**src/rtl/tag_match_pkg.sv**
```systemverilog
package tag_match_pkg;

  typedef struct packed {
    logic push;
    logic pop;
    logic emit;
  } tmStrobes_t;

endpackage

```
**src/rtl/tag_match_datapath.sv**
```systemverilog
module tag_match_datapath
  import tag_match_pkg::*;
#(
  parameter int DEPTH  = 8,
  parameter int TAG_W  = 8,
  parameter int DATA_W = 16
) (
  input  logic              clk,
  input  logic              rstN,
  input  tmStrobes_t        st,
  input  logic              localTrig,
  input  logic [TAG_W-1:0]  localTag,
  input  logic [DATA_W-1:0] convData,
  output logic [TAG_W-1:0]  headTag,
  output logic              outValid,
  output logic [TAG_W-1:0]  outTag,
  output logic [DATA_W-1:0] outData
);

  localparam int PTR_W = (DEPTH > 1) ? $clog2(DEPTH) : 1;
  localparam bit POW2  = (DEPTH == (1 << PTR_W));

  logic [TAG_W-1:0]  tagMem  [DEPTH];
  logic [DATA_W-1:0] dataMem [DEPTH];
  logic [PTR_W-1:0]  wrPtr, rdPtr, wrNext, rdNext;
  logic [TAG_W-1:0]  lastTag, pairTag;
  logic [DATA_W-1:0] headData;

  // A tag presented with the local trigger is usable in the same cycle.
  assign pairTag = localTrig ? localTag : lastTag;

  generate
    if (POW2) begin : gWrapNatural
      assign wrNext = wrPtr + 1'b1;
      assign rdNext = rdPtr + 1'b1;
    end else begin : gWrapCompare
      assign wrNext = (wrPtr == PTR_W'(DEPTH - 1)) ? '0 : wrPtr + 1'b1;
      assign rdNext = (rdPtr == PTR_W'(DEPTH - 1)) ? '0 : rdPtr + 1'b1;
    end
  endgenerate

  always_ff @(posedge clk or negedge rstN) begin
    if (!rstN) begin
      lastTag <= '0;
    end else if (localTrig) begin
      lastTag <= localTag;
    end
  end

  always_ff @(posedge clk) begin
    if (st.push) begin
      tagMem[wrPtr]  <= pairTag;
      dataMem[wrPtr] <= convData;
    end
  end

  always_ff @(posedge clk or negedge rstN) begin
    if (!rstN) begin
      wrPtr <= '0;
      rdPtr <= '0;
    end else begin
      if (st.push) wrPtr <= wrNext;
      if (st.pop)  rdPtr <= rdNext;
    end
  end

  assign headTag  = tagMem[rdPtr];
  assign headData = dataMem[rdPtr];

  always_ff @(posedge clk or negedge rstN) begin
    if (!rstN) begin
      outValid <= 1'b0;
      outTag   <= '0;
      outData  <= '0;
    end else begin
      outValid <= st.emit;
      if (st.emit) begin
        outTag  <= headTag;
        outData <= headData;
      end
    end
  end

  // Every output strobe retires a queue entry on the previous edge.
  assert_out_from_pop_R4: assert property (@(posedge clk) disable iff (!rstN)
    outValid |-> $past(st.pop));

  // The read pointer only moves on a retire.
  assert_head_stable_R5: assert property (@(posedge clk) disable iff (!rstN)
    !st.pop |=> $stable(rdPtr));

endmodule

```
**src/rtl/tag_match_control.sv**
```systemverilog
module tag_match_control
  import tag_match_pkg::*;
#(
  parameter int DEPTH = 8,
  parameter int TAG_W = 8
) (
  input  logic             clk,
  input  logic             rstN,
  input  logic             trigReq,
  input  logic             localTrig,
  input  logic             convValid,
  input  logic             decValid,
  input  logic [TAG_W-1:0] decTag,
  input  logic             decAccept,
  input  logic [TAG_W-1:0] headTag,
  output tmStrobes_t       st,
  output logic             busy,
  output logic             backPressure,
  output logic             mismatchErr
);

  localparam int CNT_W = $clog2(DEPTH + 1);

  logic [CNT_W-1:0] count;
  logic             empty, full, tagMatch, badDecision;

  assign empty    = (count == '0);
  assign full     = (count == CNT_W'(DEPTH));
  assign tagMatch = (headTag == decTag);

  assign st.push = convValid & ~full;
  assign st.pop  = decValid & ~empty;
  assign st.emit = st.pop & tagMatch & decAccept;

  assign badDecision  = decValid & (empty | ~tagMatch);
  assign backPressure = full;

  always_ff @(posedge clk or negedge rstN) begin
    if (!rstN) begin
      count <= '0;
    end else begin
      unique case ({st.push, st.pop})
        2'b10:   count <= count + 1'b1;
        2'b01:   count <= count - 1'b1;
        default: count <= count;
      endcase
    end
  end

  always_ff @(posedge clk or negedge rstN) begin
    if (!rstN) begin
      busy <= 1'b0;
    end else begin
      busy <= (trigReq & ~busy) | (busy & ~localTrig);
    end
  end

  always_ff @(posedge clk or negedge rstN) begin
    if (!rstN) begin
      mismatchErr <= 1'b0;
    end else if (badDecision) begin
      mismatchErr <= 1'b1;
    end
  end

  assert_busy_clears_R2: assert property (@(posedge clk) disable iff (!rstN)
    (busy && localTrig) |=> !busy);

  assert_full_holds_R8: assert property (@(posedge clk) disable iff (!rstN)
    (backPressure && !decValid) |=> backPressure);

  assert_err_sticky_R6: assert property (@(posedge clk) disable iff (!rstN)
    mismatchErr |=> mismatchErr);

  assert_simul_count_R9: assert property (@(posedge clk) disable iff (!rstN)
    (convValid && decValid && !empty && !full) |=> $stable(count));

  assert_empty_no_emit_R7: assert property (@(posedge clk) disable iff (!rstN)
    (decValid && empty) |=> (!$past(st.emit) && mismatchErr));

endmodule

```
**src/rtl/tag_match_pipe.sv**
```systemverilog
module tag_match_pipe
  import tag_match_pkg::*;
#(
  parameter int DEPTH  = 8,
  parameter int TAG_W  = 8,
  parameter int DATA_W = 16
) (
  input  logic              clk,
  input  logic              rstN,
  input  logic              trigReq,
  input  logic              localTrig,
  input  logic [TAG_W-1:0]  localTag,
  input  logic              convValid,
  input  logic [DATA_W-1:0] convData,
  input  logic              decValid,
  input  logic [TAG_W-1:0]  decTag,
  input  logic              decAccept,
  output logic              busy,
  output logic              backPressure,
  output logic              mismatchErr,
  output logic              outValid,
  output logic [TAG_W-1:0]  outTag,
  output logic [DATA_W-1:0] outData
);

  tmStrobes_t       strobes;
  logic [TAG_W-1:0] headTag;

  tag_match_control #(.DEPTH(DEPTH), .TAG_W(TAG_W)) uCtrl (
    .clk          (clk),
    .rstN         (rstN),
    .trigReq      (trigReq),
    .localTrig    (localTrig),
    .convValid    (convValid),
    .decValid     (decValid),
    .decTag       (decTag),
    .decAccept    (decAccept),
    .headTag      (headTag),
    .st           (strobes),
    .busy         (busy),
    .backPressure (backPressure),
    .mismatchErr  (mismatchErr)
  );

  tag_match_datapath #(.DEPTH(DEPTH), .TAG_W(TAG_W), .DATA_W(DATA_W)) uPath (
    .clk       (clk),
    .rstN      (rstN),
    .st        (strobes),
    .localTrig (localTrig),
    .localTag  (localTag),
    .convData  (convData),
    .headTag   (headTag),
    .outValid  (outValid),
    .outTag    (outTag),
    .outData   (outData)
  );

endmodule

```
**config.mk**
```make
export PLATFORM = sky130hd
export DESIGN_NAME = tag_match_pipe
export DESIGN_NICKNAME = d
export VERILOG_FILES = /design/src/rtl/tag_match_pkg.sv /design/src/rtl/tag_match_datapath.sv /design/src/rtl/tag_match_control.sv /design/src/rtl/tag_match_pipe.sv
export SDC_FILE = /design/constraint.sdc
export NUM_CORES = 1
export LEC_CHECK = 0
export CAP_MARGIN = 20
export CORE_AREA = 2 2 140 142
export DETAILED_ROUTE_END_ITERATION = 10
export DIE_AREA = 0 0 142 144
export PLACE_DENSITY = 0.71
export SLEW_MARGIN = 20
export SYNTH_ARGS = -nofsm -noshare
export SYNTH_HDL_FRONTEND = slang
export SYNTH_SLANG_ARGS = --single-unit
```
**constraint.sdc**
```tcl
create_clock -name clk -period 2.9 [get_ports clk]
set_input_delay 0.725 -clock clk [delete_from_list [all_inputs] [get_ports clk]]
set_output_delay 0.725 -clock clk [all_outputs]
set_load 0.005 [all_outputs]
```
[Word level (Yosys, flattened, before mapping)]
Memories as Yosys holds them, arrays and structs flattened. A register that Yosys moved wholly into a read port is not among the register bits.
Cells that the tools add are included.
Storage, ports and cells
  bits in registers: 29
  bits in writable memories: 192
  bits of input ports: 39
  output and inout port bits: 28
  logic and storage cells: 39
  memories kept: 2
Memory list
  uPath.dataMem: words 8, width 16, rd ports 1, clocked after Yosys merged registers in 1, write ports 1, RTL line tag_match_datapath.sv:24  | logic [DATA_W-1:0] dataMem [DEPTH];
  uPath.tagMem: words 8, width 8, rd ports 1, clocked after Yosys merged registers in 0, write ports 1, RTL line tag_match_datapath.sv:23  | logic [TAG_W-1:0] tagMem [DEPTH];
Cells by class
  add/subtract/negate cells: 4
  equal/unequal tests: 4
  muxes and demuxes: 4
  bitwise operators: 14
  reduce and logical (&&, ||, !) cells: 3
Operator list (count)
  $eq 8x8->1: 1
  $mux 8: 1
  $pmux 4 s2: 1
  $and 1x1->1: 7
  $add 3x1->3 const B: 2
  $not 1->1: 5
  $add 4x1->4 const B: 1
  $eq 4x4->1 const B: 1
  $logic_not 4->1: 1
  $sub 4x1->4 const B: 1
  $eq 2x1->1 const B: 1
  $eq 2x2->1 const B: 1
  $mux 1: 2
  $or 1x1->1: 2
  $reduce_bool 2->1: 1
  $logic_not 1->1: 1

[Logic depth before layout (Yosys ltp)]
Gate-level depths: netlist (run 1).
  word-level depth: 5
  mapped depth: 11
  gate-level depth less buffers: 11

[By module]
A second synthesis (run 1) with hierarchy kept.
Unflattened totals
  cell total of the unflattened synthesis: 546
  area, all modules: 9396.5 um2
By module, submodules not included
  tag_match_datapath: instances 1, cells an instance 494, area each 8914.8 um2
  tag_match_control: instances 1, cells an instance 52, area each 481.7 um2

[Worst setup path before layout (run 1)]
OpenSTA, ideal clock, no wires.
  path kind: input-to-reg
  start: in convValid
  end: mem uPath.dataMem[0][0] (enable)
  library setup time: 0.435 ns
  arrival time: 2.705 ns
  data required time: 2.465 ns
  path slack: -0.240 ns
  stages: 3
  path buffers: 0
  cells stage by stage: and2_1 nand2b_1 nor3_1
On the way
  longest elaborated chain between the ends: 3
RTL lines
  from (decl): RTL line tag_match_pipe.sv:13  | input logic convValid,
  $and 1x1->1: RTL line tag_match_control.sv:31  | assign st.push = convValid & ~full;
  $mux 1: RTL line tag_match_datapath.sv:51  | if (st.push) begin
  $mux 1 (not written as such): RTL line tag_match_datapath.sv:53  | dataMem[wrPtr] <= convData;
  to (decl): RTL line tag_match_datapath.sv:24
Every way passes these cells.

[Worst setup path after layout (run 1)]
  start: reg uPath.rdPtr[0]
  end: reg uPath.outTag[3]
On the way
  longest elaborated chain between the ends: 4
RTL lines
  from (decl): RTL line tag_match_datapath.sv:25  | logic [PTR_W-1:0] wrPtr, rdPtr, wrNext, rdNext;
  from (signal assigned): RTL line tag_match_datapath.sv:63  | if (st.pop) rdPtr <= rdNext;
  $mem_v2 8x8 *
  $eq 8x8->1: RTL line tag_match_control.sv:29  | assign tagMatch = (headTag == decTag);
  $and 1x1->1 (2 in series): RTL line tag_match_control.sv:33  | assign st.emit = st.pop & tagMatch & decAccept;
  to (signal assigned): RTL line tag_match_datapath.sv:78  | outTag <= headTag;
  to (decl): RTL line tag_match_datapath.sv:16  | output logic [TAG_W-1:0] outTag,
Mark *: on every way between the ends. The rest lies on a longest branch, timed or not.
A chain may end at the register's enable or synchronous reset.

==> flow_summary_export.csv, run 1 <==
group,metric,value,unit
placement,post_dp_cell_area,10400,µm²
placement,pre_cts_slack,0.0846,ns
placement,io_buffers,66,
clocking,clock_sinks,237,
logic_synthesis,synth_area,9280,µm²
timing,fmax,0.353,GHz
layout,syn2layout_area_growth,22.6,%
drt,via_per_inst,5.54,
drt,drtAntennaViolNets,0,
die,rows,51,
clocking,htreeDepth,1,
global_routing,overflow,0,
drt,vias,4530,
logic_synthesis,yosysTopAreaCellShare,62.1,%
timing,setup_viol,0,
setup_path,crit_path_max_fanout,9,
global_routing,grt_max_degree,33,
setup_path,worstPathCellList,"buf_4, mux4_2, mux2_2, xor2_1, nor4_2, nand4_2, buf_6, buf_12, mux2_1",
drt,drt_iter0_drc,325,
clocking,clk-insertion-delay-late,0.50,ns
setup_path,crit_type,"register to register",
setup_path,cpPeakStageDelay,0.50,ns
global_routing,antenna_found_initial,0,
drt,post_drt_wl_per_cell,22.1,µm
timing,finalSetupTns,0,ns
clocking,cts_buffers,23,
setup_path,start_kind,"register",
pwr,ir_drop,0.455,mV
worst_hold_path,hp-class,"input port to async pin",
outcome,outcome,"completed",
layout,final_cell_area,11400,µm²
logic_synthesis,ys_types,35,
timing,min_period,2.83,ns
setup_path,cpMaxStageDelayCell,"dfrtp_4",
logic_synthesis,avgSynthCellArea,20.7,µm²
clocking,cts_max_path_buffers,3,
logic_synthesis,synth_seq_area_share,74.3,%
layout,fin_nets,608,
clocking,clk_pin_slew,0.06,ns
clocking,cts-root-buf,"clkbuf_16",
placement,routabilityCongestion,0.808,
pwr,power_leakage,4.11,nW
placement,hpwl,11000,µm
global_routing,grt_pass1_wl,26900,µm
die,dieArea,20400,µm²
flow_run,drv_cap,0,
pwr,power_density,955,nW/µm²
clocking,cts_tree,"built",
layout,fillers,1346,
timing,hold-worst-slack,0.221,ns
timing,max_slew_margin,61.0,%
logic_synthesis,ys_warn_count,0,
global_routing,track_usage,17.7,%
setup_path,cp.arrival,3.21,ns
die,ioPinCount,67,
logic_synthesis,synth_nets,493,
drt,route.detailed.drc,0,
global_routing,grt_pass1_vias,4726,
timing,worst_pin_slew,0.584,ns
drt,drt-total-wl,18100,µm
timing,drv_slew,0,
logic_synthesis,synth_seq_cells,237,
setup_path,required,3.28,ns
timing,skew,0.00853,ns
die,start_util,48.6,%
setup_path,cpLargestDelayFamily,"multiplexers",
setup_path,critPathCaptureType,"register",
drt,first_pass_iters,4,
timing,period_share,97.6,%
timing,layout_setup_ws,0.0703,ns
layout,layout-drive-gt1-share,32.4,%
logic_synthesis,synth_cells,449,
layout,antennaDiodeCount,0,
logic_synthesis,synth_area_leaders,"edfxtp_1, dfrtp_1, mux4_2",
pwr,power,10.9,mW
logic_synthesis,yosys.area.top_type,"edfxtp_1",
setup_path,reg2reg_slack,0.07,ns
die,fp.dieW,142,µm
timing,hold_viol_final,0,
die,die_y,144,µm
clocking,cts_hold_buffers,0,
setup_path,crit_buf_inv,3,
die,core-area,19100,µm²
per-layer routing:
metal | vias to the layer above | routed length [µm] | global-route usage (%)
li1 | 2014 | - | -
met5 | - | 0 | 0
met3 | 36 | 783 | 2.98
met2 | 90 | 9160 | 30.3
met1 | 2390 | 7700 | 23.5
met4 | 0 | 446 | 5.79
cells by family after synthesis:
family                     after synthesis  share of synthesized area (%)
xor gates and xnor gates                16                           1.51
muxes                                  110                           18.7
buffers and inverters                   24                           1.39
AOI/OAI and AO/OA                       14                           1.08
DFF                                    237                           74.3
adders and majority gates                5                          0.674
and+or+nand+nor                         43                           2.37
stage by stage:
stage                     util (%)  std cells
after global placement        54.7        765
after floorplan                  -        449
final                         59.6        818
after detailed placement      54.7        765
after CTS                     58.7        806
after global routing          59.6        818
area by class of cell:
class / count / area [µm²] / area share [%]
Clock buffer: 31 / 636 / 5.59
Clock inverter: 10 / 126 / 1.11
Inverter: 6 / 22.5 / 0.198
Multi-Input combinational cell: 188 / 2330 / 20.5
Sequential cell: 237 / 6900 / 60.6
Tap cell: 238 / 298 / 2.62
Timing Repair Buffer: 108 / 1070 / 9.42
synth_stat cells:
library cell	n
buf_6	4
inv_1	6
mux4_2	40
a221oi_1	2
nor2b_1	3
buf_4	1
nand2_1	16
mux2_1	1
o22ai_1	3
mux2_4	17
mux2i_1	12
nand4_2	1
a21oi_1	1
clkbuf_1	8
a211oi_1	2
buf_1	1
a22o_1	1
o21ai_0	1
buf_2	4
a21o_1	1
nor4_2	2
mux2_2	40
o211ai_1	1
xor2_1	12
nor3_1	3
a22oi_1	1
edfxtp_1	192
xnor2_1	4
dfrtp_1	45
ha_1	5
nand3_1	1
nor2_1	9
and2_1	2
nand2b_1	6
o31ai_1	1
state kept, by name, summed over array words and instances, names as in the netlist:
name and cells:
uPath.dataMem 128, uPath.tagMem 64, uPath.outData 16, uPath.lastTag 8, uPath.outTag 8, uCtrl.count 4, uPath.rdPtr 3, uPath.wrPtr 3
uCtrl.busy 1, uCtrl.mismatchErr 1, uPath.outValid 1
power by group:
group	switching [mW]	internal, mW
Sequential	0.297	4.32
Clock	1.18	1.80
Combinational	1.50	1.77
Total	2.98	7.89
final timing paths:
| kind | start | endpoint | cells after the start |
|---|---|---|---|
| max | uPath.rdPtr[0] | uPath.outTag[3] | 9 |
| min | rstN | uPath.lastTag[3] | 1 |
| max reg2reg | uPath.rdPtr[0] | uPath.outTag[3] | 9 |
| min reg2reg | uCtrl.mismatchErr | uCtrl.mismatchErr | 1 |
| max in group asynchronous | rstN | uPath.outData[3] | 2 |
| min in group clk | uCtrl.mismatchErr | uCtrl.mismatchErr | 1 |
repair_timing:
action / in CTS / in global routing
endpoints found under the setup margin: 0 / 23
gates resized for setup: 0 / 9
buffers inserted: 0 / 10
placed cells by master (no fill, tap or decap), types with 2 or more instances in the layout:
cell type	n
nand2b_1	6
clkdlybuf4s50_1	65
edfxtp_1	192
mux2_4	18
nand2_1	16
clkinv_1	3
nor2_2	6
buf_4	34
xnor2_1	4
mux2i_1	12
clkbuf_16	25
buf_12	5
o22ai_1	3
mux4_2	40
ha_1	5
nor2_1	3
bufinv_16	3
clkinvlp_4	2
clkinv_2	2
clkbuf_8	3
nor2b_1	3
xor2_1	11
nor3_4	2
inv_1	6
and2_1	2
clkbuf_1	5
mux2_2	39
dfrtp_1	44
(Power assumes the default switching activity.)
==> inputs of run 2 (changes only) <==
Settings changed: DONT_BUFFER_PORTS set to 1, MAX_ROUTING_LAYER set to met4, PLACE_DENSITY 0.71 to 0.66.
==> run 2 against run 1 <==
  * Sequential power grew 1%
  * Cell area decreased by 4.4%
  * Sequential share of layout area grew 2.8 points
  * Critical path type unchanged
  * Highest routed layer unchanged
==> flow_summary_export.csv, run 2 (synthesis gave the netlist of run 1 again) <==
group,metric,value,unit
global_routing,grt_pass1_vias,4476,
layout,final_common_cell,"edfxtp_1",
timing,setup_viol,0,
pwr,power.clock.fraction,29.0,%
setup_path,r2r-start,"uPath.rdPtr[0]",
setup_path,reg2reg_slack,0.02,ns
global_routing,grt_pass1_wl,26700,µm
timing,hold-worst-slack,0.0688,ns
placement,routabilityCongestion,0.739,
timing,period_share,99.2,%
drt,first_pass_iters,4,
clocking,cts-root-buf,"clkbuf_16",
drt,route.detailed.drc,0,
drt,post_drt_wl_per_cell,23.7,µm
clocking,htreeDepth,1,
clocking,clock_sinks,237,
global_routing,track_usage,18.3,%
setup_path,critPathCaptureType,"register",
global_routing,grt_max_degree,46,
setup_path,start_kind,"register",
global_routing,overflow,0,
layout,layout.cells.most_common_list,"edfxtp_1, dfrtp_1, mux4_2",
pwr,power_leakage,3.92,nW
layout,layout-drive-gt1-share,38.2,%
setup_path,cp.arrival,3.28,ns
die,ioPinCount,67,
placement,hpwl,10500,µm
clocking,clk-insertion-delay-late,0.52,ns
layout,largest_reg_flops,128,
drt,vias,4236,
timing,min_period,2.88,ns
layout,fin_util,57.0,%
die,start_util,48.6,%
layout,top_regs,"uPath.dataMem (128), uPath.tagMem (64), uPath.outData (16)",
setup_path,required,3.30,ns
die,core-area,19100,µm²
layout,antennaDiodeCount,0,
pwr,intPower,7.78,mW
timing,max_slew_margin,64.7,%
timing,fmax,0.348,GHz
die,die_y,144,µm
global_routing,antenna_found_initial,0,
setup_path,crit_path_max_fanout,7,
layout,final_cell_area,10900,µm²
worst_hold_path,hp-class,"input port to async pin",
drt,via_per_inst,5.58,
die,fp.dieW,142,µm
clocking,cts_buffers,25,
setup_path,reg2regPathDepth,10,
timing,worst_pin_slew,0.529,ns
clocking,cts_tree,"built",
drt,drt-total-wl,18000,µm
pwr,seqPwrFrac,43.3,%
timing,drv_slew,0,
layout,fin_nets,546,
placement,pre_cts_slack,-0.00866,ns
drt,drtAntennaViolNets,0,
drt,drt_iter0_drc,359,
pwr,power_density,993,nW/µm²
timing,rsz0062_at_grt,"yes",
timing,skew,0.0104,ns
pwr,p_switching,3.02,mW
clocking,clk_pin_slew,0.06,ns
setup_path,reg2reg_to,"uPath.outData[2]",
placement,post-place-cells,699,
pwr,comb_power_share,27.7,%
pwr,swShare,28.0,%
timing,hold_viol_final,0,
pwr,ir_drop,0.516,mV
clocking,cts_max_path_buffers,3,
die,rows,51,
setup_path,crit_type,"register to register",
outcome,outcome,"completed",
layout,fin_cells,759,
placement,post_dp_cell_area,9790,µm²
placement,io_buffers,0,
timing,layout_setup_ws,0.0245,ns
layout,top_register,"uPath.dataMem",
layout,syn2layout_area_growth,17.2,%
flow_run,drv_cap,0,
die,dieArea,20400,µm²
## run 2: cell types whose count changed in the layout (fill, tap and decap cells not counted), sizes merged
cell	previous run	this run
inv	6	8
clkinvlp	2	1
buf	41	42
clkbuf	33	35
clkdlybuf4s50	65	0
clkinv	5	7
## run 2: cell type report
type | instances | area, µm²
clock buffers | 33 | 666
clock inverters | 13 | 146
fillers | 1367 | 8200
inverters | 6 | 22.5
multi-input cells | 188 | 2380
flip-flops and latches | 237 | 6900
well taps | 238 | 298
repair buffers | 44 | 467
## run 2: worst max-delay path by stage
| stage | cells after the start | startpoint | endpoint | slack [ns] |
|---|---|---|---|---|
| CTS | 9 | uPath.rdPtr[0] | uPath.outTag[3] | 0.03 |
| global placement | 10 | uPath.rdPtr[2] | uPath.outTag[3] | 0.009 |
| global route | 13 | uPath.rdPtr[0] | uPath.outData[12] | -0.06 |
| floorplan | 9 | uPath.rdPtr[0] | uPath.outTag[3] | 0.23 |
| finish | 10 | uPath.rdPtr[0] | uPath.outData[2] | 0.02 |
| detailed placement | 10 | uPath.rdPtr[0] | uPath.outTag[3] | -0.009 |
## run 2: metal layers
metal | track usage [%] | vias up | wire length, µm
met5 | - | - | 0
met4 | 5.37 | 0 | 362
met3 | 4.04 | 30 | 1510
met2 | 28.9 | 137 | 8880
met1 | 24.4 | 2180 | 7260
li1 | - | 1889 | -
## run 2: critical path, stage by stage (launching register included)
cell	delay, ns
dfrtp_4	0.47
buf_12	0.14
mux4_2	0.49
mux2_4	0.30
xor2_2	0.16
nor4_4	0.24
buf_4	0.18
nand4_4	0.12
clkbuf_16	0.21
buf_4	0.15
mux2_4	0.29
## run 2: what timing repair did
action	in CTS	in global routing
endpoints found under the setup margin	15	21
resized for setup	2	21
pin swaps	1	3
hold buffers	1	0
hold endpoints to repair	45	0
buffers inserted	2	9
gates cloned	0	2
## run 2: power groups by stage
stage               sequential [mW]  clock, mW  combinational [mW]
detailed placement             4.75          0                2.80
global placement               4.72          0                2.74
global route                   4.74       3.34                3.24
floorplan                      4.58          0                2.10
finish                         4.68       3.13                2.99
CTS                            4.68       3.20                2.87
## run 2: stage by stage
step / power (mW) / TNS (ns)
floorplan: 6.68 / 0
global placement: 7.46 / 0
detailed placement: 7.55 / -0.0122
CTS: 10.8 / 0
global route: 11.3 / -1.06
finish: 10.8 / 0
==> inputs of run 3 (changes only) <==
Settings changed: CELL_PAD_IN_SITES_DETAIL_PLACEMENT set to 0, CELL_PAD_IN_SITES_GLOBAL_PLACEMENT set to 1, PLACE_DENSITY 0.66 to 0.76, TNS_END_PERCENT set to 10.
==> run 3 against run 2 <==
  * Clock power is 5% lower
  * Highest routed layer unchanged
  * Sequential cell count stayed put
  * Die area stayed put
  * Largest cell class unchanged
  * Routed wire length is 1.1% lower
  * Worst hold slack worse by 0.0027 ns
  * Largest power group unchanged
==> flow_summary_export.csv, run 3 (synthesis gave the netlist of run 1 again) <==
group,metric,value,unit
setup_path,required,3.30,ns
flow_run,drv_cap,0,
die,start_util,48.6,%
placement,pre_cts_slack,0.0419,ns
pwr,power_density,985,nW/µm²
timing,worst_pin_slew,0.610,ns
drt,vias,4197,
setup_path,start_kind,"register",
global_routing,grt_max_degree,46,
drt,first_pass_iters,4,
setup_path,reg2regPathDepth,9,
setup_path,crit_buf_inv,3,
layout,top_register,"uPath.dataMem",
global_routing,grt_pass1_wl,26900,µm
outcome,outcome,"completed",
timing,layout_setup_ws,0.116,ns
clocking,cts_max_path_buffers,3,
setup_path,r2r-start,"uPath.rdPtr[0]",
drt,route.detailed.drc,0,
die,core-area,19100,µm²
setup_path,cp.arrival,3.19,ns
layout,syn2layout_area_growth,15.1,%
drt,via_per_inst,5.59,
placement,post_dp_cell_area,9780,µm²
setup_path,reg2reg_slack,0.12,ns
clocking,htreeDepth,1,
setup_path,cpPeakStageDelay,0.51,ns
clocking,clk_pin_slew,0.07,ns
layout,layout-drive-gt1-share,36.6,%
timing,max_slew_margin,59.3,%
drt,post_drt_wl_per_cell,23.7,µm
global_routing,overflow,0,
worst_hold_path,hp-class,"input port to async pin",
timing,hold-worst-slack,0.0661,ns
timing,skew,0.0114,ns
layout,final_cell_area,10700,µm²
timing,fmax,0.359,GHz
die,fp.dieW,142,µm
drt,drt_iter0_drc,264,
clocking,cts_tree,"built",
setup_path,cpMaxStageDelayCell,"dfrtp_4",
clocking,clk-insertion-delay-late,0.52,ns
layout,top_regs,"uPath.dataMem (128), uPath.tagMem (64), uPath.outData (16)",
clocking,clock_sinks,237,
layout,largest_reg_flops,128,
setup_path,worstPathCellList,"buf_4, buf_12, mux4_2, mux2_2, xor2_1, nor4_4, nand4_2, buf_12, mux2_4",
setup_path,crit_top_cell,"buf_12",
layout,antennaDiodeCount,0,
placement,io_buffers,0,
setup_path,critPathCaptureType,"register",
global_routing,track_usage,18.3,%
pwr,ir_drop,0.432,mV
timing,hold_viol_final,0,
drt,drt-total-wl,17800,µm
timing,drv_slew,0,
die,ioPinCount,67,
timing,finalSetupTns,0,ns
placement,hpwl,10900,µm
die,dieArea,20400,µm²
setup_path,cpLargestDelayFamily,"multiplexers",
drt,drtAntennaViolNets,0,
placement,routabilityCongestion,0.800,
setup_path,crit_path_max_fanout,21,
timing,setup_viol,0,
layout,final_common_cell,"edfxtp_1",
layout,fin_util,56.0,%
setup_path,crit_type,"register to register",
global_routing,grt_pass1_vias,4427,
timing,min_period,2.78,ns
die,die_y,144,µm
setup_path,reg2reg_to,"uPath.outData[0]",
layout,fin_nets,539,
layout,layout.cells.most_common_list,"edfxtp_1, dfrtp_1, mux2_2, mux4_2, buf_4",
timing,period_share,96.0,%
clocking,cts_buffers,24,
pwr,power_leakage,3.85,nW
layout,fillers,1395,
global_routing,antenna_found_initial,0,
clocking,cts-root-buf,"clkbuf_16",
die,rows,51,
==> run 3: cell types whose count changed in the layout (fill, tap and decap cells not counted), sizes merged <==
cell / delta
inv: -1
bufinv: -2
clkbuf: -4
clkinvlp: +1
clkinv: +2
buf: -4
==> run 3: cell type report <==
class / instances / area, µm² / area share (%)
Tap cell: 238 / 298 / 2.79
Clock buffer: 31 / 657 / 6.15
Multi-Input combinational cell: 188 / 2320 / 21.7
Sequential cell: 237 / 6900 / 64.5
Timing Repair Buffer: 38 / 380 / 3.56
Inverter: 6 / 22.5 / 0.211
Clock inverter: 13 / 113 / 1.05
==> run 3: metrics by stage <==
stage | power, mW | std cells
2_1_floorplan | 6.68 | 449
3_3_place_gp | 7.39 | 698
3_5_place_dp | 7.46 | 698
4_1_cts | 10.4 | 743
5_1_grt | 11.0 | 751
6_report | 10.5 | 751
==> run 3: worst max path at each step <==
stage | start | to | slack (ns) | cells past startpoint
6_report | uPath.rdPtr[0] | uPath.outData[0] | 0.12 | 9
5_1_grt | uPath.rdPtr[0] | uPath.outTag[3] | -0.0009 | 9
4_1_cts | uPath.rdPtr[0] | uPath.outTag[3] | 0.03 | 7
3_5_place_dp | uPath.rdPtr[0] | uPath.outData[0] | 0.04 | 7
3_3_place_gp | uPath.rdPtr[0] | uPath.outTag[3] | 0.04 | 7
2_1_floorplan | convValid | uPath.dataMem[1][0] | -0.22 | 3
==> run 3: repair_timing <==
action | 4_1_cts | 5_1_grt
buffers inserted | 0 | 8
resized for setup | 0 | 5
endpoints found under the setup margin | 0 | 23
hold endpoints to repair | 45 | 0
hold buffers | 1 | 0
==> run 3: routing by layer <==
metal,global-route usage (%),share of wire (%),vias up
li1,-,-,1874
met1,24.1,42,2198
met2,29.4,50,108
met3,4.47,6.6,17
met4,3.89,1.1,0
met5,-,0,-
==> run 3: where the power goes <==
group          total, mW  internal (mW)  switching, mW  leakage [nW]
Combinational       2.91           1.53           1.38          1.16
Clock               2.96           1.70           1.25         0.374
Sequential          4.66           4.32          0.339          2.32
Total               10.5           7.55           2.98          3.85
